===== src/rtl/refClkPkg.sv =====
package refClkPkg;
  localparam int SEL_W = 5;

  typedef enum logic [2:0] {
    SRC_LOW,
    SRC_HIGH,
    SRC_DIRECT,
    SRC_SYNTH,
    SRC_MLOCK
  } srcKind_e;

  // what the datapath should gate onto the output
  typedef struct packed {
    srcKind_e         kind;
    logic [SEL_W-1:0] idx;     // only meaningful for SRC_DIRECT
    logic             useRec;  // only meaningful for SRC_DIRECT
  } srcSel_t;

  typedef struct packed {
    srcSel_t sel;
    logic    outEn;
  } pathReq_t;
endpackage


===== src/rtl/extLossDet.sv =====
module extLossDet #(
  parameter int LOSS_TICKS_T1 = 648,
  parameter int LOSS_TICKS_E1 = 488
) (
  input  logic clk,
  input  logic rstN,
  input  logic extClk,
  input  logic isE1,
  output logic edgePulse,
  output logic lost
);
  localparam int MAXT = (LOSS_TICKS_T1 > LOSS_TICKS_E1) ? LOSS_TICKS_T1 : LOSS_TICKS_E1;
  localparam int CW   = $clog2(MAXT + 1);

  logic [2:0]    syncQ;
  logic [CW-1:0] tickCnt;
  logic [CW-1:0] limit;
  logic          seenOne;
  logic          expired;

  assign edgePulse = syncQ[1] & ~syncQ[2];
  assign limit     = isE1 ? CW'(LOSS_TICKS_E1) : CW'(LOSS_TICKS_T1);
  assign expired   = (tickCnt >= limit);

  always_ff @(posedge clk) begin
    if (!rstN) begin
      syncQ   <= '0;
      tickCnt <= '0;
      lost    <= 1'b0;
      seenOne <= 1'b0;
    end else begin
      syncQ <= {syncQ[1:0], extClk};
      if (edgePulse)     tickCnt <= '0;
      else if (!expired) tickCnt <= tickCnt + 1'b1;

      if (!lost) begin
        seenOne <= 1'b0;
        if (!edgePulse && expired) lost <= 1'b1;
      end else if (edgePulse) begin
        // recovery needs a second edge inside one window
        if (seenOne) begin
          lost    <= 1'b0;
          seenOne <= 1'b0;
        end else begin
          seenOne <= 1'b1;
        end
      end else if (expired) begin
        seenOne <= 1'b0;
      end
    end
  end
endmodule


===== src/rtl/refClkCtrl.sv =====
module refClkCtrl import refClkPkg::*; #(
  parameter int NUM_CH        = 29,
  parameter int LOSS_TICKS_T1 = 648,
  parameter int LOSS_TICKS_E1 = 488
) (
  input  logic              clk,
  input  logic              rstN,
  input  logic              cfgEnable,
  input  logic [SEL_W-1:0]  cfgSrcSel,
  input  logic              cfgT1E1,
  input  logic              cfgJaBypass,
  input  logic              cfgSynthBypass,
  input  logic              cfgFreeRun,
  input  logic              cfgHoldHigh,
  input  logic [2:0]        cfgFreq,
  input  logic [NUM_CH-1:0] chLos,
  input  logic              extClk,
  output pathReq_t          req,
  output logic              extEdge,
  output logic              extLost
);
  logic isExt;
  logic selLos;
  logic freeMode;
  logic badCode;

  extLossDet #(
    .LOSS_TICKS_T1(LOSS_TICKS_T1),
    .LOSS_TICKS_E1(LOSS_TICKS_E1)
  ) u_loss (
    .clk      (clk),
    .rstN     (rstN),
    .extClk   (extClk),
    .isE1     (cfgT1E1),
    .edgePulse(extEdge),
    .lost     (extLost)
  );

  assign isExt    = (32'(cfgSrcSel) >= NUM_CH);
  assign selLos   = !isExt && chLos[cfgSrcSel];
  assign freeMode = !cfgSynthBypass && cfgFreeRun;
  assign badCode  = (cfgFreq == 3'b000) || (cfgFreq == 3'b011);

  // priority: disabled, free-run, source fault, normal path
  always_comb begin
    req.outEn      = cfgEnable;
    req.sel.kind   = SRC_LOW;
    req.sel.idx    = '0;
    req.sel.useRec = 1'b0;
    if (!cfgEnable) begin
      req.sel.kind = SRC_LOW;
    end else if (freeMode) begin
      req.sel.kind = badCode ? SRC_HIGH : SRC_MLOCK;
    end else if (isExt && extLost) begin
      req.sel.kind = SRC_HIGH;
    end else if (selLos) begin
      req.sel.kind = cfgHoldHigh ? SRC_HIGH : SRC_MLOCK;
    end else if (cfgSynthBypass) begin
      req.sel.kind   = SRC_DIRECT;
      req.sel.idx    = cfgSrcSel;
      req.sel.useRec = cfgJaBypass;
    end else begin
      req.sel.kind = SRC_SYNTH;
    end
  end
endmodule


===== src/rtl/refClkPath.sv =====
module refClkPath import refClkPkg::*; #(
  parameter int NUM_CH = 29
) (
  input  logic              clk,
  input  logic              rstN,
  input  pathReq_t          req,
  input  logic [NUM_CH-1:0] chRecClk,
  input  logic [NUM_CH-1:0] chJaClk,
  input  logic              extClk,
  input  logic              synthClk,
  input  logic              mlockClk,
  output logic              clkOut,
  output logic              clkOe,
  output srcSel_t           heldSel
);
  typedef enum logic {ST_RUN, ST_GAP} swState_e;

  logic [NUM_CH-1:0] recSmp;
  logic [NUM_CH-1:0] jaSmp;
  logic              extSmp;
  logic              synSmp;
  logic              mlkSmp;
  swState_e          state;
  logic              heldVal;
  logic              reqVal;
  logic              heldFree;
  logic              reqReady;

  function automatic logic levelOf(input srcSel_t s,
                                   input logic [NUM_CH-1:0] rec,
                                   input logic [NUM_CH-1:0] ja,
                                   input logic ext, input logic syn,
                                   input logic mlk);
    logic v;
    case (s.kind)
      SRC_HIGH:   v = 1'b1;
      SRC_SYNTH:  v = syn;
      SRC_MLOCK:  v = mlk;
      SRC_DIRECT: begin
        if (32'(s.idx) >= NUM_CH) v = ext;
        else if (s.useRec)        v = rec[s.idx];
        else                      v = ja[s.idx];
      end
      default:    v = 1'b0;
    endcase
    return v;
  endfunction

  assign heldVal  = levelOf(heldSel, recSmp, jaSmp, extSmp, synSmp, mlkSmp);
  assign reqVal   = levelOf(req.sel, recSmp, jaSmp, extSmp, synSmp, mlkSmp);
  // a constant-high source has no low phase; it is released/taken at once
  assign heldFree = (heldSel.kind == SRC_HIGH) || !heldVal;
  assign reqReady = (req.sel.kind == SRC_HIGH) || !reqVal;

  always_ff @(posedge clk) begin
    if (!rstN) begin
      recSmp         <= '0;
      jaSmp          <= '0;
      extSmp         <= 1'b0;
      synSmp         <= 1'b0;
      mlkSmp         <= 1'b0;
      state          <= ST_RUN;
      heldSel.kind   <= SRC_LOW;
      heldSel.idx    <= '0;
      heldSel.useRec <= 1'b0;
      clkOut         <= 1'b0;
      clkOe          <= 1'b0;
    end else begin
      recSmp <= chRecClk;
      jaSmp  <= chJaClk;
      extSmp <= extClk;
      synSmp <= synthClk;
      mlkSmp <= mlockClk;
      clkOe  <= req.outEn;
      case (state)
        ST_RUN: begin
          if ((req.sel != heldSel) && heldFree) begin
            clkOut <= 1'b0;
            state  <= ST_GAP;
          end else begin
            clkOut <= heldVal;
          end
        end
        default: begin
          clkOut <= 1'b0;
          if (reqReady) begin
            heldSel <= req.sel;
            state   <= ST_RUN;
          end
        end
      endcase
    end
  end
endmodule


===== src/rtl/refClkSel.sv =====
module refClkSel import refClkPkg::*; #(
  parameter int NUM_CH        = 29,
  parameter int LOSS_TICKS_T1 = 648,
  parameter int LOSS_TICKS_E1 = 488
) (
  input  logic              mclk,
  input  logic              rstN,
  input  logic              cfgEnable,
  input  logic [4:0]        cfgSrcSel,
  input  logic              cfgT1E1,
  input  logic              cfgJaBypass,
  input  logic              cfgSynthBypass,
  input  logic              cfgFreeRun,
  input  logic              cfgHoldHigh,
  input  logic [2:0]        cfgFreq,
  input  logic [NUM_CH-1:0] chRecClk,
  input  logic [NUM_CH-1:0] chJaClk,
  input  logic [NUM_CH-1:0] chLos,
  input  logic              extClk,
  input  logic              synthClk,
  input  logic              mlockClk,
  output logic              refClkOut,
  output logic              refClkOe
);
  pathReq_t pathReq;
  srcSel_t  heldSel;
  logic     extEdge;
  logic     extLost;

  refClkCtrl #(
    .NUM_CH       (NUM_CH),
    .LOSS_TICKS_T1(LOSS_TICKS_T1),
    .LOSS_TICKS_E1(LOSS_TICKS_E1)
  ) u_ctrl (
    .clk           (mclk),
    .rstN          (rstN),
    .cfgEnable     (cfgEnable),
    .cfgSrcSel     (cfgSrcSel),
    .cfgT1E1       (cfgT1E1),
    .cfgJaBypass   (cfgJaBypass),
    .cfgSynthBypass(cfgSynthBypass),
    .cfgFreeRun    (cfgFreeRun),
    .cfgHoldHigh   (cfgHoldHigh),
    .cfgFreq       (cfgFreq),
    .chLos         (chLos),
    .extClk        (extClk),
    .req           (pathReq),
    .extEdge       (extEdge),
    .extLost       (extLost)
  );

  refClkPath #(.NUM_CH(NUM_CH)) u_path (
    .clk     (mclk),
    .rstN    (rstN),
    .req     (pathReq),
    .chRecClk(chRecClk),
    .chJaClk (chJaClk),
    .extClk  (extClk),
    .synthClk(synthClk),
    .mlockClk(mlockClk),
    .clkOut  (refClkOut),
    .clkOe   (refClkOe),
    .heldSel (heldSel)
  );
endmodule


===== config.mk =====
export PLATFORM = sky130hd
export DESIGN_NAME = refClkSel
export DESIGN_NICKNAME = d
export VERILOG_FILES = /design/src/rtl/refClkPkg.sv /design/src/rtl/extLossDet.sv /design/src/rtl/refClkCtrl.sv /design/src/rtl/refClkPath.sv /design/src/rtl/refClkSel.sv
export SDC_FILE = /design/constraint.sdc
export NUM_CORES = 1
export LEC_CHECK = 0
export ABC_CLOCK_PERIOD_IN_PS = 4050
export BUFFER_PORTS_ARGS = -buffer_cell sky130_fd_sc_hd__buf_4
export CORE_UTILIZATION = 37
export CTS_CLUSTER_SIZE = 25
export DETAILED_ROUTE_END_ITERATION = 7
export PLACE_DENSITY = 0.63
export SLEW_MARGIN = 20
export SYNTH_ARGS = -nofsm -noshare
export SYNTH_HDL_FRONTEND = slang
export SYNTH_SLANG_ARGS = --single-unit

===== constraint.sdc =====
create_clock -name mclk -period 4.05 [get_ports mclk]
set_input_delay 0.2025 -clock mclk [delete_from_list [all_inputs] [get_ports mclk]]
set_output_delay 0.2025 -clock mclk [all_outputs]
set_load 0.005 [all_outputs]

==> impl_results.md, run 1 <==
- Syn Area/Cell: 9.05 µm²
- Share of layout cells above drive strength 1: 25.4%
- Fillcell total: 1171
- Normalized max-slew margin: 37.9%
- Clock tree buffer depth: 2
- Post-synth top flop: dfxtp_1
- Final Max Tran Viols: 0
- Status: complete, no violations
- CP delay by family, top: compound AO/OA/AOI/OAI gates
- CP bufs+invs: 3
- Vias in the first global route: 4137
- Leak: around 0.0023 µW
- Via density: approximately 5.3
- Die Wd: about 110 µm
- Period utilization: 81.4%
- Final ANT Viol Nets: 0
- Total Power: 2090 µW
- Worst Path Arrival: 3.56 ns
- Register bit count reported by yosys: 87
- Reg clk slew, reported paths: 0.06 ns
- Final wirelength: 12.9 mm
- DRC Markers: 0
- Stages on worst setup path: 13
- Mapped Area: between 4000 and 5000 µm²
- Initial antenna violation count: 0
- First-iteration detailed-routing DRC count: 272
- Synth Net Count: 628
- Post_cts resized: 0
- Setup_tns: 0 ns
- Crit-path cells: buf_4, nor2_1, a22oi_1, and3_1, o211ai_2, nand2_2, a2111oi_0, buf_4, and2b_1, o311ai_1, o211a_1, buf_4, mux2i_1
- Nets: 726
- CP max stage delay: 0.48 ns
- Distinct cells, synth: 63
- Worst Max-Slew Pin Slew: slightly above 0.9 ns
- Number of cells on the worst reg-to-reg path: 10
- Initial Utilization: 38.4%
- Detailed-route via count: 4196
- Cell chosen for the clock root: clkbuf_16
- Area grow syn2layout: 26.2%
- CP Max Fanout: 31
- CTS H-tree lvls: 3
- Hold depth: 2
- Row Count: 40
- All-Layer GR Usage: 20.4%
- Seq/Total Area, Yosys: a little under two fifths
- HP Class: primary input to register
- Maxcap violations: 0
- Layout Skew: 0.00564 ns
- Fin crit period: 3.30 ns
- Die area: 13100 µm²
- Final Hold Vio Count: 0
- CTS Buf Count: 9
- Fmax: 303 MHz
- Warnings from Yosys: 0
- Die Y: ~110 µm
- GP Congestion: 0.899
- Setup Buffers After CTS: 0
- TritonCTS clock tree: done
- Diode count: 0
- # hold bufs at CTS: 0
- CTS Sinks: between 80 and 90
- Critical path class: primary input to register
- CP Capture Type: register
- Worst path most repeated cell: buf_4
- PwrDens: 355 nW/µm²
- Drt first pass iters: 8
- Area of the core: 12200 µm²
- Overflow after GRT: 0
- Syn Inst Count: 516
- DP HPWL: 9.77 mm
- # setup viols final: 0
- Ys async rst share: 0%
- Pin count of the biggest net entering global routing: between 80 and 90
- Wire per inst: about 16 µm
- WP data required: 4.31 ns
- Max IR drop VDD: between 200 and 250 µV
- CP Launch Type: primary input
- RSZ-0062 raised after global routing: no
- IO Pins: roughly 110
- Slowest stage cell, crit path: o211ai_2
- Post-synth EDFFs: 0
- First-pass GRT wire length: 20.8 mm
- IO Port Bufs: 107
- Worst skew pair latency: between 0.3 and 0.4 ns
==> Yosys cell counts (6+ instances only) <==
cell type | n | area share (%)
dfxtp_1 | 87 | 37
and2_1 | 69 | 9.2
nand2_1 | 56 | 4.5
mux2i_1 | 37 | 7.9
nor2_1 | 24 | 1.9
nand3_1 | 18 | 1.9
o21ai_0 | 18 | 1.9
clkbuf_1 | 16 | 1.3
a21oi_1 | 15 | 1.6
xnor2_1 | 11 | 2.1
mux4_2 | 10 | 4.8
a211oi_1 | 9 | 1.4
a22oi_1 | 9 | 1.4
inv_1 | 9 | 0.72
nand4_1 | 8 | 1.1
nand2b_1 | 7 | 0.94
a31oi_1 | 6 | 0.80
ha_1 | 6 | 1.6
xor2_1 | 6 | 1.1
==> layout by cell type (no fill, tap or decap), types with 7 or more instances in the layout <==
master     count
buf_4        116
dfxtp_1       87
and2_1        69
nand2_1       56
mux2i_1       37
nor2_1        24
nand3_1       18
o21ai_0       18
a21oi_1       15
xnor2_1       11
mux4_2        10
inv_1          9
a22oi_1        9
a211oi_1       9
clkbuf_16      9
nand4_1        8
nand2b_1       7
==> flip-flops by register name, indices dropped and copies added (netlist names), 3 cells and up <==
signal and count:
u_path.jaSmp 29, u_path.recSmp 29, u_ctrl.u_loss.tickCnt 10, u_path.heldSel 9
u_ctrl.u_loss.syncQ 3
==> metrics by stage <==
step	instance area, µm²	std cells	utilization (%)	worst slack, ns	hold slack (ns)
floorplan	4670	516	-	1.18	0.324
global placement	5590	771	46.0	0.582	0.411
detailed placement	5590	771	46.0	0.505	0.413
CTS	5890	787	48.5	0.784	0.0659
global route	5890	787	48.5	0.522	0.0647
finish	5890	787	48.5	0.751	0.0735
==> per-layer routing <==
metal	part of all wire, %	up-vias	GRT usage (%)
met5	0	-	0
met4	2.2	0	7.62
met2	46	158	32.8
met1	47	1985	27.2
li1	-	2035	-
met3	4.9	18	3.97
==> final cells by class <==
type	count	area, µm²	share of cell area, %
timing repair buffer	116	871	14.8
tap	168	210	3.57
sequential	87	1740	29.6
clock inverter	4	53.8	0.913
inverter	10	37.5	0.637
multi-input combinational	390	2730	46.4
clock buffer	12	246	4.18
==> logic make-up after synthesis <==
| logic type | share of synthesized area [%] |
|---|---|
| compound gates | 15.2 |
| xor+xnor | 3.19 |
| fa+ha+maj | 1.61 |
| buf+inv | 4.18 |
| flops | 37.3 |
| mux | 13.7 |
| simple gates | 24.8 |
==> where the power goes <==
part | leakage [µW] | internal (µW) | switching (µW)
logic | 0.00147 | 174 | 168
registers | 0.000719 | 899 | 31.4
clock network | 0.000139 | 497 | 324
total | 0.00233 | 1570 | 523
==> path summary, 6_finish.rpt <==
path | start | end | slack, ns
worst min register to register | u_ctrl.u_loss.syncQ[1] | u_ctrl.u_loss.syncQ[2] | 0.47
worst max-delay path | cfgSrcSel[1] | u_path.heldSel[7] | 0.75
worst min-delay path | chJaClk[5] | u_path.jaSmp[5] | 0.07
worst max register to register | u_path.heldSel[1] | u_path.state | 0.75
Power figures use the tool's default switching activity.
==> run 2: changes to the inputs <==
- ABC_AREA: default -> 1
- ABC_CLOCK_PERIOD_IN_PS: 4050 -> 3300
- clock period: 4.05 -> 3.3 ns (I/O delays scaled with it)
==> impl_results.md, run 2 <==
- Commonest cells post-synth: 219 x nand2_1, 145 x inv_1, 101 x nand3_1, 87 x dfxtp_1, 55 x nor2_1
- Critical path class: register to register
- Clock Power Share: a little over a third
- Warnings from Yosys: 0
- Nets: 1001
- R2r startpoint: u_path.heldSel[1]
- CP Capture Type: register
- Die Wd: about 120 µm
- Final core occ: 48.4%
- Max IR drop VDD: 318 µV
- Period utilization: 82.2%
- Number of cells on the worst reg-to-reg path: 14
- Crit. Startpoint: u_path.heldSel[1]
- Top-count cell post-synth: nand2_1
- PwrDens: 524 nW/µm²
- Share of layout cells above drive strength 1: 16.6%
- Simple-gate portion of the synthesized area: 36.7%
- Final worst slack: 0.588 ns
- Final ANT Viol Nets: 0
- Layout Skew: 0.00567 ns
- Most frequent cells in the layout: 219 x nand2_1, 145 x inv_1, 119 x buf_4
- Register bit count reported by yosys: 87
- CTS Sinks: 87
- Post-synth top area share: 35.1%
- Adder-cell share of the synthesized area: 1.51%
- All-Layer GR Usage: 19.3%
- Seq/Total Area, Yosys: a little over a third
- Top Registers: u_path.jaSmp x29, u_path.recSmp x29, u_ctrl.u_loss.tickCnt x10
- Post_cts resized: 0
- IO Pins: 108
- Detailed-route via count: 5032
- Post-synth top area cell: dfxtp_1
- CTS H-tree lvls: 3
- Post-synth top flop: dfxtp_1
- Pin count of the biggest net entering global routing: 78
- Mux cell area share after synthesis: 0%
- Syn Area/Cell: 6.25 µm²
- Final Max Tran Viols: 0
- Mapped Area: 4970 µm²
- Via density: 4.72
- TritonCTS clock tree: done
- Diode count: 0
- Area grow syn2layout: 25.4%
- Die Y: 118 µm
- Internal Power: roughly 2300 µW
- Post-synth EDFFs: 0
- Worst skew pair latency: 0.33 ns
- Drt first pass iters: 5
- Crit path to: u_path.state
- Synth Net Count: 907
- Final wirelength: between 10 and 15 mm
- # setup viols final: 0
- Worst Max-Slew Pin Slew: 0.795 ns
- Most common cell after layout, fill and taps aside: nand2_1
- Start point of the worst hold path: chJaClk[26]
- CP Max Fanout: 22
- Flop2flop setup slack: 0.59 ns
- Clock tree buffer depth: 2
- Initial Utilization: 38.6%
- Ranking of synthesized cells by area: dfxtp_1 35%, nand2_1 17%, inv_1 11%
- Syn Inst Count: 795
- Fin crit period: around 2.7 ns
- Worst slack, placed: roughly 0.36 ns
- Overflow after GRT: 0
- Fmax: between 300 and 400 MHz
- Sequential group share of total power: 38.8%
- DRC Markers: 0
- HP Class: primary input to register
- Ys async rst share: 0%
- Combinational family with the most area after synthesis: simple AND/OR/NAND/NOR gates
- Area of the core: 12900 µm²
- Worst Path Arrival: 2.98 ns
- Distinct cells, synth: 39
- Normalized max-slew margin: 46.9%
- Reg clk slew, reported paths: 0.06 ns
- Combinational share of power: 25.9%
- Initial antenna violation count: 0
- RSZ-0062 raised after global routing: no
- WP data required: 3.57 ns
- Status: complete, no violations
- Maxcap violations: 0
- GP Congestion: ~0.9
- CP Launch Type: register
- Cell chosen for the clock root: clkbuf_16
- # hold bufs at CTS: 0
- Wire per inst: 12.1 µm
- Setup_tns: 0 ns
- NetSw: about 1000 µW
- XOR/XNOR Fraction of Synth Area: under 10%
- First-iteration detailed-routing DRC count: a little under 300
- Dpl cells: 1050
- Sw frac: 30.9%
- First-pass GRT wire length: between 20 and 25 mm
- Non-filler cells, final: 1065
- DP HPWL: about 9.4 mm
- Final Hold Vio Count: 0
- Synth Area in Compound Gates: 10.3%
- Row Count: about 40
- CTS Buf Count: 9
- Setup Buffers After CTS: 0
- IO Port Bufs: 107
- Leak: 0.00339 µW
- Vias in the first global route: 4689
- Worst r2r dst: u_path.state
- Die area: between 10000 and 15000 µm²
[run 2: changes by cell type in the layout (fill, tap and decap cells not counted), moves of 10 or more]
cell     change
inv_1      +136
and2_1      -69
nand3_1     +83
xnor2_1     -10
nor2_1      +31
o21ai_0     +24
mux2i_1     -37
a21oi_1     +23
mux4_2      -10
nand2_1    +163
[run 2: worst max-delay path, stage by stage (launching register included)]
cell and delay [ns]:
dfxtp_1 0.83, inv_1 0.13, buf_4 0.22, o21ai_0 0.21, a21oi_1 0.11, nor4_1 0.30
o31ai_1 0.11, nand2_1 0.07, nand3_1 0.12, nand2_1 0.09, nand3_1 0.08, nand2_1 0.07
a21o_1 0.12, nand2_1 0.05, a21oi_1 0.12
[run 2: metal layers]
| metal | GRT usage, % | share of wire (%) | vias up |
|---|---|---|---|
| met5 | 0 | 0 | - |
| met2 | 31.8 | 46 | 188 |
| met1 | 24.8 | 46 | 2162 |
| li1 | - | - | 2658 |
| met4 | 7.61 | 2.0 | 0 |
| met3 | 3.44 | 6.1 | 24 |
[run 2: power groups by stage]
stage                     Sequential, µW  Combinational (µW)  Clock, µW
after global placement              1280                 827          0
after CTS                           1260                 840       1180
after detailed placement            1290                 833          0
after global routing                1280                 955       1230
final                               1270                 845       1150
after floorplan                     1200                 614          0
[run 2: cells by family (layout without fill, tap and decap cells)]
| group | after synthesis | count (layout) |
|---|---|---|
| fa+ha+maj | 6 | 6 |
| buf+inv | 186 | 284 |
| compound gates | 96 | 96 |
| flops | 87 | 87 |
| simple gates | 413 | 413 |
| xor+xnor | 7 | 7 |
[run 2: worst min path at each step]
stage,to,slack [ns],cells past startpoint
finish,u_path.jaSmp[26],0.008,3
global route,u_path.jaSmp[23],0.007,3
CTS,u_path.jaSmp[26],0.002,3
detailed placement,u_path.mlkSmp,0.35,3
global placement,u_path.jaSmp[19],0.35,3
floorplan,u_path.clkOe,0.26,2
[run 2: cell type report]
| cell class | instances | area, µm² |
|---|---|---|
| repair buffers | 119 | 893 |
| multi-input cells | 522 | 2470 |
| fillers | 1329 | 6640 |
| inverters | 150 | 563 |
| well taps | 172 | 215 |
| clock buffers | 10 | 239 |
| flip-flops and latches | 87 | 1740 |
| clock inverters | 5 | 106 |
[run 2: metrics by stage]
| stage | total power, µW | instance area [µm²] | hold slack (ns) |
|---|---|---|---|
| 4_1_cts | 3280 | 6230 | 0.00174 |
| 3_3_place_gp | 2110 | 5890 | 0.349 |
| 6_report | 3260 | 6230 | 0.00769 |
| 3_5_place_dp | 2120 | 5890 | 0.350 |
| 2_1_floorplan | 1820 | 4970 | 0.258 |
| 5_1_grt | 3460 | 6230 | 0.00660 |
